--- src/rtl/pio_irq_pkg.sv ---
package pio_irq_pkg;
  localparam int NUM_SRC   = 7;
  localparam int NUM_LINES = 4;
  localparam int DW        = 8;
  localparam int AW        = 3;

  localparam int SRC_CA1   = 0;
  localparam int SRC_CA2   = 1;
  localparam int SRC_CB1   = 2;
  localparam int SRC_CB2   = 3;
  localparam int SRC_TMR0  = 4;
  localparam int SRC_TMR1  = 5;
  localparam int SRC_SHIFT = 6;

  localparam logic [AW-1:0] REG_FLAG = 3'd0;
  localparam logic [AW-1:0] REG_ENA  = 3'd1;
  localparam logic [AW-1:0] REG_LCTL = 3'd2;
  localparam logic [AW-1:0] REG_PA   = 3'd3;
  localparam logic [AW-1:0] REG_PB   = 3'd4;

  typedef struct packed {
    logic sense_en;
    logic rise_sel;
  } line_cfg_t;
endpackage

--- src/rtl/pio_edge_sense.sv ---
module pio_edge_sense #(
  parameter int SYNC_STAGES = 2
) (
  input  logic clk,
  input  logic rst_n,
  input  logic line_in,
  input  pio_irq_pkg::line_cfg_t cfg,
  output logic edge_hit
);
  localparam int LAST = SYNC_STAGES - 1;

  logic stage [SYNC_STAGES];
  logic prev_q;

  for (genvar g = 0; g < SYNC_STAGES; g++) begin : g_sync
    always_ff @(posedge clk) begin
      if (!rst_n) stage[g] <= 1'b0;
      else if (g == 0) stage[g] <= line_in;
      else stage[g] <= stage[(g == 0) ? 0 : g - 1];
    end
  end

  always_ff @(posedge clk) begin
    if (!rst_n) prev_q <= 1'b0;
    else        prev_q <= stage[LAST];
  end

  logic rise_seen, fall_seen;
  always_comb begin
    rise_seen = stage[LAST] & ~prev_q;
    fall_seen = ~stage[LAST] & prev_q;
    edge_hit  = cfg.sense_en & (cfg.rise_sel ? rise_seen : fall_seen);
  end
endmodule

--- src/rtl/pio_flag_bank.sv ---
module pio_flag_bank #(
  parameter int NSRC = pio_irq_pkg::NUM_SRC
) (
  input  logic            clk,
  input  logic            rst_n,
  input  logic [NSRC-1:0] set_vec,
  input  logic [NSRC-1:0] clr_vec,
  input  logic [NSRC-1:0] en_q,
  output logic [NSRC-1:0] flag_q,
  output logic            irq_pend
);
  for (genvar i = 0; i < NSRC; i++) begin : g_flag
    always_ff @(posedge clk) begin
      if (!rst_n)          flag_q[i] <= 1'b0;
      else if (set_vec[i]) flag_q[i] <= 1'b1;
      else if (clr_vec[i]) flag_q[i] <= 1'b0;
    end
  end

  assign irq_pend = |(flag_q & en_q);
endmodule

--- src/rtl/pio_reg_if.sv ---
module pio_reg_if
  import pio_irq_pkg::*;
(
  input  logic               clk,
  input  logic               rst_n,
  input  logic [AW-1:0]      addr,
  input  logic               wr_en,
  input  logic               rd_en,
  input  logic [DW-1:0]      wdata,
  input  logic [NUM_SRC-1:0] flag_q,
  input  logic               irq_pend,
  output logic [NUM_SRC-1:0] en_q,
  output logic [DW-1:0]      lctl_q,
  output logic [NUM_SRC-1:0] wr_clr,
  output logic               pa_acc,
  output logic               pb_acc,
  output logic [DW-1:0]      rdata
);
  logic any_acc;
  assign any_acc = wr_en | rd_en;
  assign pa_acc  = any_acc && (addr == REG_PA);
  assign pb_acc  = any_acc && (addr == REG_PB);
  assign wr_clr  = (wr_en && addr == REG_FLAG) ? wdata[NUM_SRC-1:0] : '0;

  always_ff @(posedge clk) begin
    if (!rst_n) begin
      en_q   <= '0;
      lctl_q <= '0;
    end else if (wr_en) begin
      if (addr == REG_ENA) begin
        if (wdata[DW-1]) en_q <= en_q | wdata[NUM_SRC-1:0];
        else             en_q <= en_q & ~wdata[NUM_SRC-1:0];
      end
      if (addr == REG_LCTL) lctl_q <= wdata;
    end
  end

  always_comb begin
    case (addr)
      REG_FLAG: rdata = {irq_pend, flag_q};
      REG_ENA:  rdata = {1'b1, en_q};
      REG_LCTL: rdata = lctl_q;
      default:  rdata = '0;
    endcase
  end
endmodule

--- src/rtl/pio_irq_ctrl.sv ---
module pio_irq_ctrl
  import pio_irq_pkg::*;
#(
  parameter int SYNC_STAGES = 2
) (
  input  logic          clk,
  input  logic          rst_n,
  input  logic [AW-1:0] addr,
  input  logic          wr_en,
  input  logic          rd_en,
  input  logic [DW-1:0] wdata,
  output logic [DW-1:0] rdata,
  input  logic          ca1,
  input  logic          ca2,
  input  logic          cb1,
  input  logic          cb2,
  input  logic          tmr0_evt,
  input  logic          tmr1_evt,
  input  logic          sr_evt,
  output logic          irq_n
);
  logic [NUM_SRC-1:0]   en_q, flag_q, wr_clr, set_vec, clr_vec;
  logic [DW-1:0]        lctl_q;
  logic                 pa_acc, pb_acc, irq_pend;
  logic [NUM_LINES-1:0] line_raw, line_hit;
  line_cfg_t            cfg [NUM_LINES];
  logic [1:0]           indep;
  logic [1:0]           port_acc;

  assign line_raw = {cb2, cb1, ca2, ca1};
  assign port_acc = {pb_acc, pa_acc};

  pio_reg_if u_regs (
    .clk(clk), .rst_n(rst_n), .addr(addr), .wr_en(wr_en), .rd_en(rd_en),
    .wdata(wdata), .flag_q(flag_q), .irq_pend(irq_pend), .en_q(en_q),
    .lctl_q(lctl_q), .wr_clr(wr_clr), .pa_acc(pa_acc), .pb_acc(pb_acc),
    .rdata(rdata)
  );

  for (genvar p = 0; p < 2; p++) begin : g_port
    logic [3:0] nib;
    assign nib = lctl_q[4*p +: 4];
    assign cfg[2*p].sense_en   = 1'b1;
    assign cfg[2*p].rise_sel   = nib[0];
    assign cfg[2*p+1].sense_en = ~nib[3];
    assign cfg[2*p+1].rise_sel = nib[2];
    assign indep[p]            = nib[1];
    assign clr_vec[2*p]        = wr_clr[2*p] | port_acc[p];
    assign clr_vec[2*p+1]      = wr_clr[2*p+1] | (port_acc[p] & ~indep[p]);
  end

  assign clr_vec[NUM_SRC-1:NUM_LINES] = wr_clr[NUM_SRC-1:NUM_LINES];

  for (genvar i = 0; i < NUM_LINES; i++) begin : g_line
    pio_edge_sense #(.SYNC_STAGES(SYNC_STAGES)) u_es (
      .clk(clk), .rst_n(rst_n), .line_in(line_raw[i]), .cfg(cfg[i]),
      .edge_hit(line_hit[i])
    );
  end

  assign set_vec = {sr_evt, tmr1_evt, tmr0_evt, line_hit};

  pio_flag_bank #(.NSRC(NUM_SRC)) u_flags (
    .clk(clk), .rst_n(rst_n), .set_vec(set_vec), .clr_vec(clr_vec),
    .en_q(en_q), .flag_q(flag_q), .irq_pend(irq_pend)
  );

  assign irq_n = ~irq_pend;
endmodule

--- config.mk ---
export PLATFORM = sky130hd
export DESIGN_NAME = pio_irq_ctrl
export DESIGN_NICKNAME = d
export VERILOG_FILES = /design/src/rtl/pio_irq_pkg.sv /design/src/rtl/pio_edge_sense.sv /design/src/rtl/pio_flag_bank.sv /design/src/rtl/pio_reg_if.sv /design/src/rtl/pio_irq_ctrl.sv
export SDC_FILE = /design/constraint.sdc
export NUM_CORES = 1
export LEC_CHECK = 0
export BUFFER_PORTS_ARGS = -buffer_cell sky130_fd_sc_hd__buf_4
export CORE_AREA = 2 2 67 69
export CTS_CLUSTER_DIAMETER = 50
export DETAILED_ROUTE_END_ITERATION = 8
export DIE_AREA = 0 0 69 71
export PLACE_DENSITY = 0.63
export SETUP_SLACK_MARGIN = 0.4
export SYNTH_ARGS = -nofsm -noshare
export SYNTH_HDL_FRONTEND = slang
export SYNTH_HIERARCHICAL = 1
export SYNTH_SLANG_ARGS = --single-unit
--- constraint.sdc ---
create_clock -name clk -period 1.7 [get_ports clk]
set_input_delay 0.34 -clock clk [delete_from_list [all_inputs] [get_ports clk]]
set_output_delay 0.34 -clock clk [all_outputs]
set_load 0.02 [all_outputs]
Word-level counts from Yosys, hierarchy flattened
Memories as Yosys holds them, arrays and structs flattened.
Cells that the tools add are included.
{"block": "totals", "elab_cells": 108, "in_bits": 22, "regBits": 26, "memories": 4, "ramBits": 8, "output_inout_bits": 9}
{"block": "op_classes", "bitwise_logic": 42, "reduce_logical": 14, "muxes": 31, "eq_ne": 4}
{"name": "g_line[0].u_es.stage", "words": 2, "word_bits": 1, "rd": 2, "rd_ports_with_merged_regs": 0, "write_ports": 2, "line": "pio_edge_sense.sv:12", "rtl": "logic stage [SYNC_STAGES];"}
{"name": "g_line[1].u_es.stage", "words": 2, "word_bits": 1, "rd": 2, "rd_ports_with_merged_regs": 0, "write_ports": 2, "line": "pio_edge_sense.sv:12"}
{"name": "g_line[2].u_es.stage", "words": 2, "word_bits": 1, "rd": 2, "rd_ports_with_merged_regs": 0, "write_ports": 2, "line": "pio_edge_sense.sv:12"}
{"name": "g_line[3].u_es.stage", "words": 2, "word_bits": 1, "rd": 2, "rd_ports_with_merged_regs": 0, "write_ports": 2, "line": "pio_edge_sense.sv:12"}
{"op": "two-way mux 1 bit", "count": 28}
{"op": "one-hot mux 8 bit (3 select lines)", "count": 1}
{"op": "bitwise AND 7 bit", "count": 2}
{"op": "two-way mux 7 bit", "count": 2}
{"op": "nonzero test 2 bit", "count": 7}
{"op": "inverter 1 bit", "count": 13}
{"op": "bitwise OR 1 bit", "count": 13}
{"op": "bitwise AND 1 bit", "count": 12}
{"op": "inverter 7 bit", "count": 1}
{"op": "bitwise OR 7 bit", "count": 1}
{"op": "OR reduction 7 bit", "count": 1}
{"op": "== test 3 x 2 -> 1 bit, second input constant", "count": 2}
{"op": "AND reduction 2 bit", "count": 2}
{"op": "== test 3 x 1 -> 1 bit, second input constant", "count": 1}
{"op": "== test 3 bit, second input constant", "count": 1}
{"op": "logical AND 1 bit", "count": 3}
{"op": "logical NOT 3 bit", "count": 1}

Logic depth before layout (Yosys ltp)
{"block": "logic_depth", "depth_word": 6, "ltp_mapped": 6}

Modules after synthesis
Netlist, hierarchy kept.
{"mod": "pio_reg_if", "cells_per_inst": 99, "n_inst": 1, "area_per_inst_um2": 878.3}
{"mod": "pio_edge_sense", "cells_per_inst": 9, "n_inst": 4, "area_per_inst_um2": 103.8}
{"mod": "pio_flag_bank", "cells_per_inst": 25, "n_inst": 1, "area_per_inst_um2": 266.5}
{"mod": "pio_irq_ctrl", "cells_per_inst": 10, "n_inst": 1, "area_per_inst_um2": 50.0}

Least setup slack after synthesis
OpenSTA, ideal clock, no wires.
{"block": "synth_path", "path_kind": "input to output", "startpoint": "input port addr[0]", "endpoint": "output port rdata[7]", "setup_slack_ps": 284, "cell_stages": 3, "t_required_ps": 1360, "arrival_ps": 1076, "path_cell_list": "clkbuf_1 -> o21bai_1 -> a21oi_1"}
{"block": "synth_between", "elab_chain_cells": 2, "elab_cells_between_ends": 4, "cone_classes": "eq/ne (2); mux (1); reduce/logical (1)"}
{"element": "start: declaration", "line": "pio_irq_ctrl.sv:8", "rtl": "input logic [AW-1:0] addr,"}
{"element": "== test 3 x 2 -> 1 bit (tied with other cells)", "line": "pio_reg_if.sv:39", "rtl": "case (addr)"}
{"element": "one-hot mux 8 bit (3 select lines) *", "line": "pio_reg_if.sv:39"}
{"element": "end: declaration", "line": "pio_irq_ctrl.sv:12", "rtl": "output logic [DW-1:0] rdata,"}
Every way passes the cells marked *; elsewhere a longest branch is shown, timed or not.

==> results.txt <==
----------------------------------------------------
[Synth]
  Number of flops mapped to enable cells by yosys ... 0
  Adder-cell area share of the yosys netlist ... 0%
  Yosys warning count ... 6
  Xor/xnor share of the synthesized area ... 0%
  Cell type with the largest total area after synthesis ... sky130_fd_sc_hd__dfxtp_1
  Compound-cell area share of the yosys netlist ... 10.3%
  Portion of netlist area occupied by mux cells ... 13.7%
  Post-synthesis cell type count ... 29
  Largest family of logic cells by synthesized area ... simple AND/OR/NAND/NOR gates
  Commonest cells in the synthesized netlist ... sky130_fd_sc_hd__dfxtp_1 (34), sky130_fd_sc_hd__mux2i_1 (22), sky130_fd_sc_hd__nand2_1 (20), sky130_fd_sc_hd__nor2b_1 (16), sky130_fd_sc_hd__and2_1 (15)
  Average instance area after synthesis ... 9.47 um2
  Synth Cell Area ... 1610 um2
  Most common cell in the netlist ... sky130_fd_sc_hd__dfxtp_1
  Synth top area share ... 42.3%
  Simple-gate portion of the synthesized area ... 30.1%
  Post-synthesis instance total ... 170
  Flop and latch count out of synthesis ... 34
  Sequential fraction of the synthesis area ... 42.3%
  Most used flip-flop cell after synthesis ... sky130_fd_sc_hd__dfxtp_1
  Share of synthesized flip-flops with an asynchronous set or reset ... 0%
  Top cells by area in the synthesized netlist ... sky130_fd_sc_hd__dfxtp_1 (42%), sky130_fd_sc_hd__mux2i_1 (14%), sky130_fd_sc_hd__nor2b_1 (6.2%)

[CTS]
  Maximum count of clock buffers along a single path ... 2
  Clock transition at the registers of the reported paths ... 0.07 ns
  Clock tree sinks ... 34
  H-tree levels ... 2
  Hold bufs inserted after CTS ... 0
  TritonCTS buffer count ... 5
  Clock Latency Late Sink ... 0.28 ns
  Clock root buffer ... sky130_fd_sc_hd__clkbuf_8
  CTS tree ... done

[Worst setup path]
  Startpoint type of the worst setup path ... register
  Data arrival at the endpoint of the critical path ... 1.65 ns
  Critical path data required time ... 1.36 ns
  Worst-path maximum fanout ... 3
  Crit Reg-Reg Startpoint ... u_regs/lctl_q[3]$_SDFFE_PN0P_
  R2R Setup Slk ... 0.77 ns
  Type of element capturing the critical path ... output port
  R2r endpoint ... u_flags/flag_q[1]$_SDFFE_PN0P_
  Critical path type ... register to output port
  Register-to-Register Path Depth ... 5

[Floorplanning]
  Area enclosed by the die boundary ... 4900 um2
  Core region area ... 4200 um2
  Die height ... 71 um
  Top Ports ... 31
  Initial Util ... 38.3%
  Number of cell rows ... 24
  Die W ... 69 um

[Hold path]
  Min-Delay Path Class ... primary input to register
  Worst Min Path Start ... ca1
  End point of the most critical hold path ... g_line[0].u_es/stage[0]$_DFF_P_
  Number of cells traversed by the worst hold path ... 2

[Cells and area]
  Diodes inserted ... 0
  Layout net count ... 237
  Share of final-layout standard cells stronger than drive strength 1 ... 35.3%
  Filler instances ... 413
  Area added between synthesis and finish ... 32.9%
  Non-filler instance count after layout ... 267

[STA]
  TNS Setup ... -0.460 ns
  Largest clock skew in the final design ... 0.00458 ns
  Count of final setup violators ... 2
  Unrepaired setup endpoints after global routing ... true
  Max-slew violations ... 0
  Post-route clock period utilization ... 117%
  Highest clock frequency the design can meet ... 503 MHz
  Fin. Hold Viols ... 0
  Final setup slack of the worst path ... -0.290 ns
  Crit path time final ... 1.99 ns

[Place]
  Routability cong. ... 0.846
  Dpl hpwl ... 2.59 mm
  Setup slack at placement ... -0.0652 ns
  # placed instances ... 252
  I/O Buffers ... 30

[Routing]
  Detailed-route vias per instance ... 4.99
  Pre-antenna DRT Iters ... 5
  Post-DR wirelength/cell ... 14.2 um
  Number of nets with antenna violations after routing ... 0
  Total wire length ... 3.79 mm
  Number of vias after detailed routing ... 1,332
  First-iteration detailed-routing DRC count ... 56
  Remaining design rule violation count ... 0

[Power and ir drop]
  Leakage power ... 0.946 nW
  Maximum vdd drop ... 0.335 mV
  Power density normalized to cell area ... 744 nW/um2

[Global routing]
  Vias in the first global route ... 1,373
  Wire length of the first global-routing pass ... 6.38 mm
  Antenna violations before repair ... 0
  Pin count of the biggest net entering global routing ... 36
  GRT Resource Usage Total ... 16.3%
  Gr ovfl total ... 0

[Run]
  Total of max-cap violations ... 0

[Status]
  Violations in the final reports ... setup timing
  Outcome ... finished with violations

----------------------------------------------------
-- cell type report --
cell class / count / area, um2 / area share [%]
timing repair buffer: 42 / 345 / 16.1
tap: 52 / 65.1 / 3.04
multi-input combinational: 127 / 935 / 43.7
clock buffer: 5 / 68.8 / 3.22
inverter: 5 / 18.8 / 0.877
clock inverter: 2 / 10.0 / 0.468
sequential: 34 / 697 / 32.6
-- where the power goes --
group	switching (mW)	internal [mW]	total [mW]
clock network	0.280	0.274	0.555
registers	0.0151	0.824	0.839
logic	0.0899	0.109	0.198
-- metal layers --
metal	vias up	GRT usage [%]	share of wire [%]	routed length [um]
li1	669	-	-	-
met1	615	20.0	45	1710
met2	38	26.6	48	1830
met3	10	3.99	4.3	163
met4	0	8.93	2.3	87
met5	-	0	0	0
-- critical path, stage by stage, from the launching register on --
cell,delay [ns]
sky130_fd_sc_hd__dfxtp_2,0.33
sky130_fd_sc_hd__a222oi_1,0.42
sky130_fd_sc_hd__nand3_1,0.18
sky130_fd_sc_hd__o21bai_1,0.22
sky130_fd_sc_hd__a21oi_2,0.09
sky130_fd_sc_hd__buf_6,0.13
-- cells by family (layout without fill, tap and decap cells) --
group / after synthesis / count (layout)
AO/OA/AOI/OAI: 21 / 21
buffers and inverters: 12 / 54
flip-flops: 34 / 34
multiplexers: 22 / 22
other: 1 / 4
AND/OR/NAND/NOR: 80 / 80
-- placed cells by master, fill, tap and decap left out, drive strengths merged, types with 2 or more instances in the layout --
master | synthesis | final
a21o | 2 | 2
o21a | 7 | 7
mux2i | 22 | 22
and2 | 19 | 19
inv | 5 | 5
clkbuf | 4 | 5
nor2 | 8 | 8
nand2 | 20 | 20
a2bb2oi | 7 | 7
clkinv | 0 | 2
dfxtp | 34 | 34
buf | 3 | 42
nand4bb | 4 | 4
nand4b | 4 | 4
a22oi | 2 | 2
or2 | 2 | 2
conb | 1 | 4
nor2b | 16 | 16
nor4b | 2 | 2
-- worst max-delay path by stage --
| stage | start | end | slack [ns] | depth (start not counted) |
|---|---|---|---|---|
| 2_1_floorplan | addr[1] | rdata[4] | 0.33 | 4 |
| 3_3_place_gp | addr[1] | rdata[2] | 0.008 | 5 |
| 3_5_place_dp | addr[1] | rdata[3] | -0.07 | 5 |
| 5_1_grt | register | rdata[7] | -0.35 | 5 |
| 4_1_cts | u_flags/flag_q[4]$_SDFFE_PN0P_ | rdata[7] | -0.27 | 5 |
| 6_report | register | rdata[7] | -0.29 | 5 |
-- metrics by stage --
step           hold WS [ns]  utilization (%)  power, mW  cell area [um2]
3_3_place_gp          0.414             45.5       1.02             1910
4_1_cts               0.245             49.6       1.60             2080
2_1_floorplan         0.412                -      0.948             1630
3_5_place_dp          0.423             45.5       1.03             1910
5_1_grt               0.249             50.9       1.67             2140
6_report              0.255             50.9       1.59             2140
-- timing repair --
action                     CTS  global route
setup buffers                8             0
pin swaps                    7             9
resized for setup           17            13
setup endpoints to repair    9            13
No activity file was read; power rests on OpenSTA's default activity.
